===== config.mk =====
export PLATFORM = sky130hd
export DESIGN_NAME = dbg_xfer_port
export DESIGN_NICKNAME = d
export VERILOG_FILES = /design/src/rtl/dbg_xfer_port.sv
export SDC_FILE = /design/constraint.sdc
export NUM_CORES = 1
export LEC_CHECK = 0
export CAP_MARGIN = 40
export CORE_ASPECT_RATIO = 1.5
export CORE_MARGIN = 3
export CORE_UTILIZATION = 39
export DETAILED_ROUTE_END_ITERATION = 8
export GPL_TIMING_DRIVEN = 1
export PLACE_DENSITY = 0.87
export SETUP_SLACK_MARGIN = 0.15
export SLEW_MARGIN = 20
export SYNTH_ARGS = -nofsm -noshare
export SYNTH_HDL_FRONTEND = slang
export SYNTH_SLANG_ARGS = --single-unit

===== constraint.sdc =====
create_clock -name clk -period 2.2 [get_ports clk]
set_input_delay 0.44 -clock clk [delete_from_list [all_inputs] [get_ports clk]]
set_output_delay 0.44 -clock clk [all_outputs]
set_load 0.01 [all_outputs]

===== src/rtl/dbg_xfer_port.sv =====
module dbg_xfer_port #(
  parameter int DW      = 32,
  parameter int AW      = 6,
  parameter int TX_IDX  = 32,
  parameter int ITR_IDX = 33,
  parameter int STS_IDX = 34,
  parameter int RX_IDX  = 35
) (
  input  logic          clk,
  input  logic          rst_n,
  input  logic [AW-1:0] bus_addr,
  input  logic [DW-1:0] bus_wdata,
  input  logic          bus_wr,
  input  logic          bus_rd,
  output logic [DW-1:0] bus_rdata,
  output logic          bus_stall,
  output logic          core_issue_valid,
  output logic [DW-1:0] core_issue_insn,
  input  logic          core_issue_ready,
  input  logic          core_done,
  input  logic          core_abort,
  output logic          core_rx_valid,
  output logic [DW-1:0] core_rx_data,
  input  logic          core_rx_take,
  input  logic          core_tx_push,
  input  logic [DW-1:0] core_tx_data
);
  localparam logic [AW-1:0] A_TX  = AW'(TX_IDX);
  localparam logic [AW-1:0] A_ITR = AW'(ITR_IDX);
  localparam logic [AW-1:0] A_STS = AW'(STS_IDX);
  localparam logic [AW-1:0] A_RX  = AW'(RX_IDX);
  localparam int MODE_LO = 20;
  localparam int ABT_BIT = 6;
  localparam int CLR_BIT = 2;
  localparam int RXF_BIT = 30;
  localparam int TXF_BIT = 29;
  localparam logic [1:0] MODE_FAST = 2'b10;

  logic [1:0]    mode_q;
  logic [DW-1:0] itr_q, rx_q, tx_q;
  logic          latched_q, pend_q, busy_q, rx_full_q, tx_full_q, abort_q;

  wire fast    = (mode_q == MODE_FAST);
  wire sel_tx  = (bus_addr == A_TX);
  wire sel_itr = (bus_addr == A_ITR);
  wire sel_sts = (bus_addr == A_STS);
  wire sel_rx  = (bus_addr == A_RX);

  wire blk_itr = bus_wr & sel_itr & (busy_q | pend_q);
  wire blk_rx  = bus_wr & sel_rx  & (busy_q | pend_q | rx_full_q);
  wire blk_tx  = bus_rd & sel_tx  & busy_q;
  assign bus_stall = blk_itr | blk_rx | blk_tx;

  wire wr_itr = bus_wr & sel_itr & ~blk_itr;
  wire wr_rx  = bus_wr & sel_rx  & ~blk_rx;
  wire wr_sts = bus_wr & sel_sts;
  wire rd_tx  = bus_rd & sel_tx  & ~blk_tx;
  wire [1:0] new_mode = bus_wdata[MODE_LO+1:MODE_LO];
  wire drop_rx = fast & abort_q;

  assign core_issue_valid = pend_q & ~busy_q & ~abort_q;
  assign core_issue_insn  = itr_q;
  assign core_rx_valid    = rx_full_q;
  assign core_rx_data     = rx_q;
  wire fire = core_issue_valid & core_issue_ready;

  always_ff @(posedge clk or negedge rst_n) begin
    if (!rst_n) begin
      mode_q <= '0; itr_q <= '0; rx_q <= '0; tx_q <= '0;
      latched_q <= 1'b0; pend_q <= 1'b0; busy_q <= 1'b0;
      rx_full_q <= 1'b0; tx_full_q <= 1'b0; abort_q <= 1'b0;
    end else begin
      if (wr_sts) mode_q <= new_mode;
      abort_q <= core_abort | (abort_q & ~(wr_sts & bus_wdata[CLR_BIT]));
      if (wr_itr) itr_q <= bus_wdata;

      if (wr_sts && new_mode != MODE_FAST) latched_q <= 1'b0;
      else if (wr_itr) latched_q <= fast;

      if (fire) pend_q <= 1'b0;
      else if (wr_itr && !fast) pend_q <= 1'b1;
      else if (wr_rx && fast && latched_q && !abort_q) pend_q <= 1'b1;

      if (fire) busy_q <= 1'b1;
      else if (core_done) busy_q <= 1'b0;

      if (wr_rx && !drop_rx) begin
        rx_q <= bus_wdata;
        rx_full_q <= 1'b1;
      end else if (core_rx_take) rx_full_q <= 1'b0;

      if (core_tx_push) begin
        tx_q <= core_tx_data;
        tx_full_q <= 1'b1;
      end else if (rd_tx) tx_full_q <= 1'b0;
    end
  end

  always_comb begin
    bus_rdata = '0;
    if (sel_sts) begin
      bus_rdata[MODE_LO+1:MODE_LO] = mode_q;
      bus_rdata[ABT_BIT] = abort_q;
      bus_rdata[RXF_BIT] = rx_full_q;
      bus_rdata[TXF_BIT] = tx_full_q;
    end else if (sel_tx) begin
      bus_rdata = tx_q;
    end
  end
endmodule


==> flow_summary_export.csv <==
group,metric,value,unit
status,status,"complete, but fails checks",
setup_path,crit_top_cell,"buf_6",
sta,fin_ws,-0.273,ns
sta,slew_headroom,74.2,%
yosys,ys_seq_area_share,60.3,%
placed_design,port_buffers,177,
die,die_h,135,um
sta,rsz0062_at_grt,"true",
power_and_ir_drop,ir_drop,0.000457,V
clock_tree,clock_sinks,104,
clock_tree,clk_path_buf_depth,2,
routing,firstDrtPassIters,4,
sta,whs,0.0208,ns
setup_path,arrival,2.03,ns
yosys,yosys_warnings,0,
setup_path,crit_type,"primary input to output port",
setup_path,rrSetupSlack,0.01,ns
global_route,antenna_found_initial,0,
placed_design,dp_cells,618,
routing,drc_errors,0,
setup_path,crit_path_start,"bus_addr[4]",
routing,antenna_left,0,
clock_tree,path_clk_slew,0.07,ns
setup_path,worstPathMaxFanout,7,
routing,wl,12900,um
final_layout,area_delta_synth_final,73.1,%
final_layout,drive_gt1_share,44.4,%
yosys,yosys.area.top_type,"dfrtp_1",
yosys,synth-async-reset-ratio,100,%
die,coreArea,0.0107,sq mm
yosys,synth_edf_count,0,
yosys,syn_area,0.00431,sq mm
final_layout,antenna_cells,0,
die,rows,46,
global_route,grt_pass1_vias,3725,
die,die_area,0.0124,sq mm
setup_path,crit_chain,"buf_6 -> or4b_4 -> nor3_4 -> buf_12 -> buf_6 -> buf_6 -> buf_6 -> buf_16 -> and2_4 -> buf_6",
power_and_ir_drop,p_per_area,649,mW/mm^2
placed_design,dp_slack,-0.772,ns
yosys,synth_top_area_share,60.3,%
yosys,syn_avg_cell_area,14.7,sq um
yosys,synth_flop_cell,"dfrtp_1",
final_layout,nNetsFinal,597,
final_layout,fin_cells,667,
clock_tree,htree_levels,3,
yosys,synth_nets,372,
die,start_util,40.3,%
sta,finalMaxSlewViolations,0,
setup_path,critPathMaxStageDelay,0.55,ns
routing,first_iter_violations,58,
yosys,ys_top_cells_by_area,"dfrtp_1 60%, mux2_2 25%, and2_1 4.1%",
setup_path,rr_startpoint,"pend_q",
clock_tree,cts_made_buffers,9,
clock_tree,clkLatencyLatePin,0.34,ns
global_route,grt_max_degree,44,
sta,setup_viol_count_final,91,
sta,period_minus_slack,2.47,ns
routing,num_vias,3287,
placed_design,place_hpwl,8120,um
sta,tightest_slew,0.386,ns
routing,detail_route.wl_per_cell,19.3,um
die,die_w,91.9,um
setup_path,worstPathRequired,1.76,ns
global_route,grt_usage,20.2,%
yosys,synthCells,293,
worst_hold_path,hold_class,"primary input to async pin",
clock_tree,cts_tree,"built",
power_and_ir_drop,leakage,3.36,nW
routing,via_per_inst,4.93,
sta,hold_violations,0,
sta,max_clock_freq,404,MHz
status,violations,"setup timing",
global_route,global_route.overflow_total,0,
yosys,yosys_register_bits,104,
clock_tree,root_buffer,"clkbuf_16",
die,io_pins,178,
setup_path,slowest_stage,"or4b_4",
sta,min_period_over_period,112,%
global_route,grt_pass1_wl,19600,um
placed_design,gp_congestion,0.865,
sta,finClkSkew,0.00613,ns
setup_path,setup.worst_path.end_class,"output port",
yosys,netlist-cell-type-count,35,
flow_run,max-cap-violations,0,
setup_path,start_kind,"primary input",
layout by cell type (no fill, tap or decap), drive strengths merged, types with 2 or more instances in the layout:
master / n
mux2: 98
and2: 28
clkinv: 3
inv: 3
clkbuf: 13
nand2: 2
clkdlybuf4s50: 136
dfrtp: 104
nand2b: 3
nor3: 3
a21oi: 2
dlygate4sd2: 7
o21ai: 2
nor3b: 2
nor2: 7
mux2i: 5
buf: 84
or4b: 2
o31ai: 2
area by class of cell:
type,instances,area [sq um]
well taps,144,180
multi-input cells,170,1780
fillers,733,3240
clock inverters,5,56.3
inverters,3,11.3
clock buffers,11,243
flip-flops and latches,104,2600
repair buffers,230,2590
worst max-delay path: cells and delay by family:
kind / cells / cell delay, ns
buffers and inverters: 7 / 0.74
and+or+nand+nor: 3 / 0.85
timing repair:
| action | in CTS | in global routing |
|---|---|---|
| endpoints found under the setup margin | 101 | 97 |
| pin swaps | 24 | 3 |
| gates resized for setup | 201 | 34 |
| hold buffers | 0 | 0 |
| gates cloned | 9 | 2 |
| buffers inserted | 16 | 6 |
per-layer routing:
layer  track usage, %  share of wire [%]
met4             6.28                1.3
met3             6.30                6.8
met2             37.1                 55
met5                0                  0
met1             22.1                 37
cell families (layout without fill, tap and decap cells):
family	count (synthesis)	in the layout	synth area share, %
DFF	104	104	60.3
muxes	103	103	26.7
and+or+nand+nor	55	55	8.09
buffers and inverters	19	249	2.44
AOI/OAI and AO/OA	12	12	2.41
path summary, 6_finish.rpt:
kind / cells past startpoint / endpoint
max: 10 / bus_rdata[19]
min: 1 / tx_q[0]
max reg2reg: 6 / core_rx_data[29]
min reg2reg: 1 / core_rx_data[21]
max in group asynchronous: 2 / core_rx_data[28]
min in group clk: 1 / core_rx_data[21]
synthesized netlist by cell type, types with 2 or more instances:
| master | n |
|---|---|
| dfrtp_1 | 104 |
| mux2_2 | 96 |
| and2_1 | 28 |
| clkbuf_1 | 8 |
| nor2_1 | 7 |
| mux2i_1 | 5 |
| buf_6 | 4 |
| buf_2 | 3 |
| inv_1 | 3 |
| nand2b_1 | 3 |
| a21oi_1 | 2 |
| mux2_1 | 2 |
| nand2_1 | 2 |
| nor3_1 | 2 |
| nor3b_1 | 2 |
| o21ai_0 | 2 |
| o31ai_1 | 2 |
where the power goes:
part / internal (mW) / switching, mW / leakage, nW
registers: 2.14 / 0.131 / 1.33
clock network: 0.912 / 0.676 / 0.145
logic: 0.645 / 0.350 / 1.88
through the flow:
stage | power [mW] | area [sq um] | setup TNS, ns | util [%]
6_report | 4.85 | 7470 | -12.13 | 69.8
5_1_grt | 5.05 | 7470 | -16.38 | 69.8
4_1_cts | 4.86 | 7220 | -8.15 | 67.4
3_5_place_dp | 3.24 | 6440 | -61.93 | 60.1
3_3_place_gp | 3.19 | 6440 | -60.83 | 60.1
2_1_floorplan | 2.61 | 4400 | 0 | -
sequential cells by signal, summed over array words and instances (netlist names):
| signal | flops |
|---|---|
| tx_full_q | 1 |
| core_rx_data | 32 |
| core_issue_insn | 32 |
| abort_q | 1 |
| pend_q | 1 |
| busy_q | 1 |
| mode_q | 2 |
| latched_q | 1 |
| tx_q | 32 |
| core_rx_valid | 1 |
Note: power is estimated with default switching activity, not from simulation.
